<file path="src/rtl/eeld_pkg.sv">
package eeld_pkg;

    localparam int WORD_W     = 16;
    localparam int ADDR_W     = 6;
    localparam int OP_W       = 3;
    localparam int HDR_BITS   = OP_W + ADDR_W;
    localparam int FRAME_BITS = HDR_BITS + WORD_W;

    localparam logic [OP_W-1:0] READ_OP = 3'b110;

    // word index holding the stored station-address sum, and last word covered
    localparam int ASUM_WORD = 6;
    localparam int ASUM_LAST = 7;

    localparam logic [7:0]  IMG_TARGET = 8'hFF;
    localparam logic [15:0] DFLT_BASE  = 16'hA500;

    typedef logic [WORD_W-1:0] word_t;

    typedef enum logic [2:0] {
        SQ_START,
        SQ_LOW,
        SQ_HIGH,
        SQ_GAP,
        SQ_FIN,
        SQ_DONE
    } seq_state_e;

    typedef struct packed {
        logic              valid;
        logic [ADDR_W-1:0] idx;
        word_t             data;
    } word_evt_t;

    function automatic word_t dflt_word(input int unsigned k);
        return DFLT_BASE + word_t'(k);
    endfunction

    function automatic logic [HDR_BITS-1:0] read_header(input logic [ADDR_W-1:0] a);
        return {READ_OP, a};
    endfunction

    function automatic logic [7:0] bytes_sum8(input word_t w);
        return w[15:8] + w[7:0];
    endfunction

    function automatic logic [15:0] bytes_sum16(input word_t w);
        return {8'h00, w[15:8]} + {8'h00, w[7:0]};
    endfunction

endpackage

</file>
<file path="src/rtl/eeld_tick.sv">
module eeld_tick #(
    parameter int DIV_HALF = 4
) (
    input  logic clk,
    input  logic rst,
    input  logic en,
    output logic tick
);
    localparam int CW = (DIV_HALF > 1) ? $clog2(DIV_HALF) : 1;
    localparam logic [CW-1:0] CNT_LAST = CW'(DIV_HALF - 1);

    logic [CW-1:0] cnt_q;

    always_ff @(posedge clk) begin
        if (rst || !en) begin
            cnt_q <= '0;
        end else if (cnt_q == CNT_LAST) begin
            cnt_q <= '0;
        end else begin
            cnt_q <= cnt_q + 1'b1;
        end
    end

    assign tick = en && (cnt_q == CNT_LAST);

    generate
        if (DIV_HALF > 1) begin : g_spacing
            AST_TICK_SPACED: assert property (@(posedge clk) disable iff (rst)
                tick |=> !tick);
        end
    endgenerate

endmodule

</file>
<file path="src/rtl/eeld_seq.sv">
module eeld_seq
    import eeld_pkg::*;
#(
    parameter int NUM_WORDS = 18
) (
    input  logic      clk,
    input  logic      rst,
    input  logic      tick,
    input  logic      ee_do,
    output logic      ee_cs,
    output logic      ee_sk,
    output logic      ee_di,
    output word_evt_t evt,
    output logic      fin,
    output logic      busy
);
    localparam int BC_W = $clog2(FRAME_BITS);
    localparam logic [BC_W-1:0]   BIT_LAST  = BC_W'(FRAME_BITS - 1);
    localparam logic [BC_W-1:0]   BIT_DATA0 = BC_W'(HDR_BITS);
    localparam logic [ADDR_W-1:0] WORD_LAST = ADDR_W'(NUM_WORDS - 1);

    seq_state_e        st_q;
    logic [BC_W-1:0]   bit_q;
    logic [ADDR_W-1:0] widx_q;
    word_t             sr_q;
    logic              cs_q;
    logic              sk_q;
    logic              evt_v_q;
    logic [HDR_BITS-1:0] hdr_sh;

    always_ff @(posedge clk) begin
        if (rst) begin
            st_q    <= SQ_START;
            bit_q   <= '0;
            widx_q  <= '0;
            sr_q    <= '0;
            cs_q    <= 1'b0;
            sk_q    <= 1'b0;
            evt_v_q <= 1'b0;
        end else begin
            evt_v_q <= 1'b0;
            case (st_q)
                SQ_START: if (tick) begin
                    cs_q  <= 1'b1;
                    bit_q <= '0;
                    st_q  <= SQ_LOW;
                end
                SQ_LOW: if (tick) begin
                    sk_q <= 1'b1;
                    if (bit_q >= BIT_DATA0) begin
                        sr_q <= {sr_q[WORD_W-2:0], ee_do};
                    end
                    st_q <= SQ_HIGH;
                end
                SQ_HIGH: if (tick) begin
                    sk_q <= 1'b0;
                    if (bit_q == BIT_LAST) begin
                        cs_q    <= 1'b0;
                        evt_v_q <= 1'b1;
                        st_q    <= SQ_GAP;
                    end else begin
                        bit_q <= bit_q + 1'b1;
                        st_q  <= SQ_LOW;
                    end
                end
                SQ_GAP: if (tick) begin
                    if (widx_q == WORD_LAST) begin
                        st_q <= SQ_FIN;
                    end else begin
                        widx_q <= widx_q + 1'b1;
                        bit_q  <= '0;
                        cs_q   <= 1'b1;
                        st_q   <= SQ_LOW;
                    end
                end
                SQ_FIN:  st_q <= SQ_DONE;
                default: st_q <= SQ_DONE;
            endcase
        end
    end

    always_comb begin
        hdr_sh = read_header(widx_q) << bit_q;
        ee_di  = 1'b0;
        if ((st_q == SQ_LOW || st_q == SQ_HIGH) && bit_q < BIT_DATA0) begin
            ee_di = hdr_sh[HDR_BITS-1];
        end
    end

    assign ee_cs     = cs_q;
    assign ee_sk     = sk_q;
    assign evt.valid = evt_v_q;
    assign evt.idx   = widx_q;
    assign evt.data  = sr_q;
    assign fin       = (st_q == SQ_FIN);
    assign busy      = (st_q != SQ_DONE);

    AST_SK_NEEDS_CS: assert property (@(posedge clk) disable iff (rst)
        !ee_cs |-> !ee_sk);
    AST_DI_SETTLED: assert property (@(posedge clk) disable iff (rst)
        !$stable(ee_di) |-> !ee_sk);
    AST_FRAME_BOUND: assert property (@(posedge clk) disable iff (rst)
        bit_q <= BIT_LAST);
    AST_BUSY_UNTIL_FIN: assert property (@(posedge clk) disable iff (rst)
        $fell(busy) |-> $past(fin));

endmodule

</file>
<file path="src/rtl/eeld_csum.sv">
module eeld_csum
    import eeld_pkg::*;
(
    input  logic      clk,
    input  logic      rst,
    input  word_evt_t evt,
    output logic      addr_bad,
    output logic      img_bad
);
    localparam logic [ADDR_W-1:0] STORE_IDX = ADDR_W'(ASUM_WORD);
    localparam logic [ADDR_W-1:0] SPAN_IDX  = ADDR_W'(ASUM_LAST);

    logic [7:0]  img_acc_q;
    logic [15:0] addr_acc_q;
    logic [15:0] stored_q;

    always_ff @(posedge clk) begin
        if (rst) begin
            img_acc_q  <= '0;
            addr_acc_q <= '0;
            stored_q   <= '0;
        end else if (evt.valid) begin
            img_acc_q <= img_acc_q + bytes_sum8(evt.data);
            if (evt.idx == STORE_IDX) begin
                stored_q <= evt.data;
            end else if (evt.idx <= SPAN_IDX) begin
                addr_acc_q <= addr_acc_q + bytes_sum16(evt.data);
            end
        end
    end

    assign addr_bad = (addr_acc_q != stored_q);
    assign img_bad  = (img_acc_q != IMG_TARGET);

    AST_ACC_QUIET: assert property (@(posedge clk) disable iff (rst)
        !evt.valid |=> ($stable(img_acc_q) && $stable(addr_acc_q) && $stable(stored_q)));

endmodule

</file>
<file path="src/rtl/eeld_bank.sv">
module eeld_bank
    import eeld_pkg::*;
#(
    parameter int NUM_WORDS = 18
) (
    input  logic                        clk,
    input  logic                        rst,
    input  word_evt_t                   evt,
    input  logic                        revert,
    output logic [NUM_WORDS*WORD_W-1:0] words
);
    logic [NUM_WORDS*WORD_W-1:0] dflt_vec;

    always_comb begin
        for (int k = 0; k < NUM_WORDS; k++) begin
            dflt_vec[k*WORD_W +: WORD_W] = dflt_word(k);
        end
    end

    generate
        for (genvar k = 0; k < NUM_WORDS; k++) begin : g_slot
            word_t slot_q;
            always_ff @(posedge clk) begin
                if (rst || revert) begin
                    slot_q <= dflt_word(k);
                end else if (evt.valid && evt.idx == ADDR_W'(k)) begin
                    slot_q <= evt.data;
                end
            end
            assign words[k*WORD_W +: WORD_W] = slot_q;
        end
    endgenerate

    AST_REVERT_DEFAULTS: assert property (@(posedge clk) disable iff (rst)
        revert |=> (words == dflt_vec));

endmodule

</file>
<file path="src/rtl/eeld_cfg_loader.sv">
module eeld_cfg_loader
    import eeld_pkg::*;
#(
    parameter int NUM_WORDS = 18,
    parameter int DIV_HALF  = 4
) (
    input  logic                    clk,
    input  logic                    rst,
    output logic                    ee_cs,
    output logic                    ee_sk,
    output logic                    ee_di,
    input  logic                    ee_do,
    output logic                    busy,
    output logic                    done,
    output logic                    addr_err,
    output logic                    img_err,
    output logic [NUM_WORDS*16-1:0] cfg_words
);
    initial begin
        if (NUM_WORDS < ASUM_LAST + 1 || NUM_WORDS > (1 << ADDR_W)) begin
            $error("NUM_WORDS out of range");
        end
        if (DIV_HALF < 1) begin
            $error("DIV_HALF must be at least 1");
        end
    end

    logic      tick;
    logic      fin;
    logic      busy_w;
    logic      addr_bad;
    logic      img_bad;
    word_evt_t evt;
    logic      done_q;
    logic      aerr_q;
    logic      ierr_q;

    eeld_tick #(.DIV_HALF(DIV_HALF)) u_tick (
        .clk  (clk),
        .rst  (rst),
        .en   (busy_w),
        .tick (tick)
    );

    eeld_seq #(.NUM_WORDS(NUM_WORDS)) u_seq (
        .clk   (clk),
        .rst   (rst),
        .tick  (tick),
        .ee_do (ee_do),
        .ee_cs (ee_cs),
        .ee_sk (ee_sk),
        .ee_di (ee_di),
        .evt   (evt),
        .fin   (fin),
        .busy  (busy_w)
    );

    eeld_csum u_csum (
        .clk      (clk),
        .rst      (rst),
        .evt      (evt),
        .addr_bad (addr_bad),
        .img_bad  (img_bad)
    );

    eeld_bank #(.NUM_WORDS(NUM_WORDS)) u_bank (
        .clk    (clk),
        .rst    (rst),
        .evt    (evt),
        .revert (fin && img_bad),
        .words  (cfg_words)
    );

    always_ff @(posedge clk) begin
        if (rst) begin
            done_q <= 1'b0;
            aerr_q <= 1'b0;
            ierr_q <= 1'b0;
        end else begin
            done_q <= fin;
            if (fin) begin
                aerr_q <= addr_bad;
                ierr_q <= img_bad;
            end
        end
    end

    assign busy     = busy_w;
    assign done     = done_q;
    assign addr_err = aerr_q;
    assign img_err  = ierr_q;

    AST_DONE_IDLE: assert property (@(posedge clk) disable iff (rst)
        done |-> !busy);
    AST_DONE_SINGLE: assert property (@(posedge clk) disable iff (rst)
        done |=> !done);
    AST_LINES_PARKED: assert property (@(posedge clk) disable iff (rst)
        !busy |-> (!ee_cs && !ee_sk));

endmodule

</file>
<file path="config.mk">
export PLATFORM = sky130hd
export DESIGN_NAME = eeld_cfg_loader
export DESIGN_NICKNAME = d
export VERILOG_FILES = /design/src/rtl/eeld_pkg.sv /design/src/rtl/eeld_tick.sv /design/src/rtl/eeld_seq.sv /design/src/rtl/eeld_csum.sv /design/src/rtl/eeld_bank.sv /design/src/rtl/eeld_cfg_loader.sv
export SDC_FILE = /design/constraint.sdc
export NUM_CORES = 1
export LEC_CHECK = 0
export CAP_MARGIN = 20
export CORE_ASPECT_RATIO = 1.25
export CORE_MARGIN = 4
export CORE_UTILIZATION = 63
export DETAILED_ROUTE_END_ITERATION = 16
export DONT_BUFFER_PORTS = 1
export PLACE_DENSITY_LB_ADDON = 0.12
export RECOVER_POWER = 50
export SLEW_MARGIN = 40
export SYNTH_ARGS = -nofsm -noshare
export SYNTH_HDL_FRONTEND = slang
export SYNTH_SLANG_ARGS = --single-unit
export TNS_END_PERCENT = 5
</file>
<file path="constraint.sdc">
create_clock -name clk -period 4.3 [get_ports clk]
set_clock_uncertainty 0.15 [all_clocks]
set_input_delay 0 -clock clk [delete_from_list [all_inputs] [get_ports clk]]
set_output_delay 0 -clock clk [all_outputs]
set_load 0.03 [all_outputs]
</file>
* Yosys cells after proc, flatten, opt, wreduce, memory -nomap -nowiden
Cells that the tools add are included.
Word-level totals: bits in registers 366, input bits 3, output and inout port bits 295, logic and storage cells 142
Cells by class: add/subtract/negate cells 7, order comparisons 3, equal/unequal tests 33, shift-type cells 1, muxes and demuxes 23, bitwise logic cells 4, reductions and logical operators 39
Operators with widths (number):
- 6-bit by 4-bit equality test with 1-bit output (second input constant) | 8
- 5-bit 2-to-1 mux | 5
- 6-bit by 3-bit equality test with 1-bit output (second input constant) | 4
- 1-bit logical AND | 21
- 16-bit adder | 1
- 8-bit adder | 2
- 16-bit != test | 1
- 3-bit 2-to-1 mux | 5
- 5-bit one-hot mux with 3 select lines | 1
- 6-bit by 2-bit equality test with 1-bit output (second input constant) | 2
- 6-bit by 5-bit equality test with 1-bit output (second input constant) | 2
- 2-bit != test (second input constant) | 6
- 3-bit one-hot mux with 4 select lines | 1
- 3-bit AND reduction | 4
- 6-bit AND reduction | 2
- 8-bit by 8-bit adder with 9-bit output | 1
- 9-bit by 5-bit << shifter with 9-bit output | 1
- 1-bit 2-to-1 mux | 8
- 8-bit != test (second input constant) | 1
- 6-bit by 1-bit adder with 6-bit output (second input constant) | 1
- 3-bit by 2-bit equality test with 1-bit output (second input constant) | 2
- 6-bit by 1-bit equality test with 1-bit output (second input constant) | 1
- 6-bit by 3-bit less-or-equal comparator with 1-bit output (second input constant) | 1
- 6-bit logical NOT | 1
- other kinds (23) | 28

* Depth between registers and ports, before layout
depth in word-level cells 4, gate-level depth with buffers 14, gate-level depth less buffers 14

* Modules after synthesis
Synthesis repeated with hierarchy kept, for this count alone.
Second synthesis, totals: cell total of the unflattened synthesis 1445, area total of the unflattened synthesis 14816.7 um^2
Modules (own cells, without submodules):
- eeld_bank | instances 1, cells each 985, area each 10392.5 um^2, seq. area each 5765.5 um^2
- eeld_csum | instances 1, cells each 277, area each 2675.1 um^2, seq. area each 800.8 um^2
- eeld_seq | instances 1, cells each 168, area each 1561.5 um^2, seq. area each 660.6 um^2
- eeld_cfg_loader | instances 1, cells each 9, area each 101.3 um^2, seq. area each 60.1 um^2
- eeld_tick | instances 1, cells each 6, area each 86.3 um^2, seq. area each 40.0 um^2

* Worst setup path before layout
Ideal clock, no wire load.
kind reg-to-reg, from register u_seq.sr_q[9], to register u_csum.addr_acc_q[10], library setup time 0.121 ns, arrival 3.077 ns, required time 4.029 ns, path slack 0.952 ns, cell stages (with the launch flop) 15, path buffers 1, period minus slack after synthesis 3.348 ns, path through dfxtp_1 clkbuf_1 inv_1 fa_1 nor2b_1 o21ai_0 a21oi_1 a211oi_1 xnor2_1 ha_1 and2_1 o21ai_0 o21ai_0 and4_1 mux2_2
Between the ends: longest elaborated chain between the ends 2
RTL lines:
- start, declared | line eeld_seq.sv:25 | word_t sr_q;
- start signal, assigned | line eeld_seq.sv:51 | sr_q <= {sr_q[WORD_W-2:0], ee_do};
- 8-bit by 8-bit adder with 9-bit output | line eeld_pkg.sv:48 | return {8'h00, w[15:8]} + {8'h00, w[7:0]};
- 16-bit adder | line eeld_csum.sv:27 | addr_acc_q <= addr_acc_q + bytes_sum16(evt.data);
- end signal, assigned | line eeld_csum.sv:27
- end, declared | line eeld_csum.sv:14 | logic [15:0] addr_acc_q;
Every way passes these cells. A chain may end at the register's enable or synchronous reset.

* Worst setup path after layout
from register u_seq.sr_q[0], to register u_csum.img_acc_q[7]
Between the ends: longest elaborated chain between the ends 2
RTL lines:
- 8-bit adder | line eeld_pkg.sv:44 | return w[15:8] + w[7:0];
- 8-bit adder | line eeld_csum.sv:23 | img_acc_q <= img_acc_q + bytes_sum8(evt.data);
- end signal, assigned | line eeld_csum.sv:23
- end, declared | line eeld_csum.sv:13 | logic [7:0] img_acc_q;
Every way passes these cells.

==> flow_metrics.env <==
export IMPL_status="finished clean"
export IMPL_dieArea_um2=25730
export IMPL_end_kind="register"
export IMPL_numPortBuffers=0
export IMPL_wl_mm=44.05
export IMPL_synthTopCellsByArea="dfxtp_1, nand2_1, a21oi_1"
export IMPL_dp_worst_setup_slack_ns=0.8476
export IMPL_cp_arrival_ns=4.06
export IMPL_clk_latency_ns=0.52
export IMPL_synth_seq_cells=366
export IMPL_path_clk_slew_ns=0.06
export IMPL_fmax_mhz=262.9
export IMPL_timing_final_crit_share=0.8845
export IMPL_sw_frac_of_total=0.2109
export IMPL_place_hpwl_mm=28.94
export IMPL_place_congestion=0.9100
export IMPL_cts_buffers=36
export IMPL_internal_power_mw=5.204
export IMPL_synth_edf_count=0
export IMPL_met1_usage=0.3900
export IMPL_power_frac_seq=0.517
export IMPL_p_leak_nw=6.274
export IMPL_mostFrequentLayoutCell="nand2_1"
export IMPL_wl_per_cell_um=21.59
export IMPL_initial_core_util=0.6390
export IMPL_num_vias=12274
export IMPL_critical_path_required_ns=4.55
export IMPL_cts_buffer_depth=3
export IMPL_drcViolationCount=0
export IMPL_grt_max_degree=108
export IMPL_drive_gt1_frac=0.05765
export IMPL_criticalPathCategory="register to register"
export IMPL_use_met3=0.08715
export IMPL_setup_viol=0
export IMPL_vias_per_cell=6.017
export IMPL_async_flop_share=0
export IMPL_core_region_area_um2=22880
export IMPL_grt_pass1_vias=11291
export IMPL_yosysWarnings=0
export IMPL_start_kind="register"
export IMPL_clock_sinks=366
export IMPL_pwr_share_clk=0.467
export IMPL_finalHoldViolCount=0
export IMPL_cts_max_level=2
export IMPL_slew_violations=0
export IMPL_die_w_um=144.3
export IMPL_whs_ns=0.08154
export IMPL_syn_inst=1793
export IMPL_worst_slew_pin_slew_ns=0.9306
export IMPL_grt_busiest_layer="met2"
export IMPL_die_y_um=178.3
export IMPL_grt_util_all_layers=0.3297
export IMPL_syn_area_um2=14620
export IMPL_ys_seq_area_frac=0.5011
export IMPL_relSlewSlack=0.3796
export IMPL_grt_pass1_wl_mm=66.34
export IMPL_area_delta_synth_final_pct=8.146
export IMPL_dr_pass1_iters=5
export IMPL_ctsHoldBuffers=4
export IMPL_ys_flop_type="dfxtp_1"
export IMPL_antenna_found_initial=0
export IMPL_drt_iter0_drc=856
export IMPL_period_needed_ns=3.803
export IMPL_synth_top_area_cell="dfxtp_1"
export IMPL_combPwrFrac=0.016
export IMPL_final_cell_mix="nand2_1, dfxtp_1, a21oi_1"
export IMPL_io_pins=298
export IMPL_layout_setup_ws_ns=0.4966
export IMPL_overflow=0
export IMPL_use_met2=0.5479
export IMPL_cts_setup_buffers=0
export IMPL_synth_top_cell_area_share=0.5011
export IMPL_rsz0062_at_grt="false"
export IMPL_cap_violations=0
export IMPL_hold_path_class="input pin to register"
export IMPL_cts_tree="yes"
export IMPL_syn_avg_cell_area_um2=8.155
export IMPL_ant_nets=0
export IMPL_ir_drop_mv=0.3222
export IMPL_nets=1774
export IMPL_yosysUniqueCellTypes=61
export IMPL_diodes=0
export IMPL_power_switching_mw=1.391
export IMPL_p_per_area_nw_per_um2=417.1
export IMPL_final_setup_tns_ns=0
export IMPL_rows=62
export IMPL_cts_root_buffer="clkbuf_16"
export IMPL_fillers=1885
export IMPL_crit_path_max_fanout=12
export IMPL_cts_resized_gates=0
export IMPL_syn_num_nets=1837
through the flow:
step,power [mW],instances,util,area (µm²)
floorplan,3.559,1793,-,14620
global placement,3.573,1976,0.6383,14610
detailed placement,3.574,1976,0.6387,14620
CTS,6.617,2040,0.6914,15820
global route,6.763,2040,0.6910,15810
finish,6.595,2040,0.6910,15810
worst max-delay path: stages (launching register included):
cell and delay [ns]:
dfxtp_1 0.36, clkbuf_1 0.68, inv_2 0.30, fa_1 0.48, inv_1 0.07, ha_1 0.18
inv_1 0.06, fa_1 0.42, nand2b_1 0.18, a21oi_1 0.24, mux2i_1 0.25, a31oi_1 0.11
o21ba_2 0.20
power groups by stage:
stage	Sequential [mW]	Combinational (mW)	Clock (mW)
floorplan	3.48	0.0781	0
global placement	3.49	0.0878	0
detailed placement	3.49	0.0883	0
CTS	3.41	0.106	3.10
global route	3.41	0.115	3.24
finish	3.41	0.105	3.08
synth_stat cells (17+ instances only):
library cell and count:
a21oi_1 229, buf_2 38, clkbuf_1 72, dfxtp_1 366
ha_1 31, inv_1 17, mux2i_1 27, nand2_1 606
nand3_1 87, nor2_1 62, o211ai_1 37, o21ai_0 19
xor2_1 25
worst paths after layout:
check / endpoint / depth (start not counted) / startpoint / slack, ns
setup reg to reg: u_csum.img_acc_q[7] / 12 / u_seq.sr_q[0] / 0.50
hold reg to reg: u_tick.cnt_q[0] / 1 / u_tick.cnt_q[0] / 0.29
setup / recovery: u_csum.img_acc_q[7] / 12 / u_seq.sr_q[0] / 0.50
hold / removal: u_seq.sr_q[0] / 3 / ee_do / 0.08
cell families (layout without fill, tap and decap cells):
kind of cell	Yosys count	after routing	share of synthesized area
AND/OR/NAND/NOR	854	854	0.2492
adder cells (fa/ha/maj)	41	41	0.04022
XOR/XNOR	39	39	0.02336
AO/OA/AOI/OAI	317	317	0.1216
multiplexers	28	28	0.01925
flip-flops	366	366	0.5011
buffers and inverters	148	107	0.04535
state kept, by name, summed over array words and instances (netlist names):
| register | cells |
|---|---|
| u_csum.stored_q | 16 |
| u_seq.ee_sk | 1 |
| u_csum.img_acc_q | 8 |
| u_tick.cnt_q | 2 |
| u_seq.evt_v_q | 1 |
| u_csum.addr_acc_q | 16 |
| img_err | 1 |
| u_seq.bit_q | 5 |
| u_seq.st_q | 3 |
| done | 1 |
| u_seq.widx_q | 6 |
| addr_err | 1 |
| u_seq.sr_q | 16 |
| u_bank.g_slot.slot_q | 288 |
| u_seq.ee_cs | 1 |
cell type report:
type,instances,area [µm²],share of cell area
clock buffers,51,1060,0.06702
clock inverters,9,88.84,0.005618
inverters,20,75.07,0.004747
multi-input cells,1279,6655,0.4208
flip-flops and latches,366,7327,0.4633
well taps,288,360.3,0.02279
repair buffers,27,247.7,0.01567
per-layer routing:
metal,part of all wire,vias to the layer above
met4,0.058,0
met1,0.36,5709
met5,0,-
met3,0.10,162
met2,0.48,572
li1,-,5831
Power figures use the tool's default switching activity.
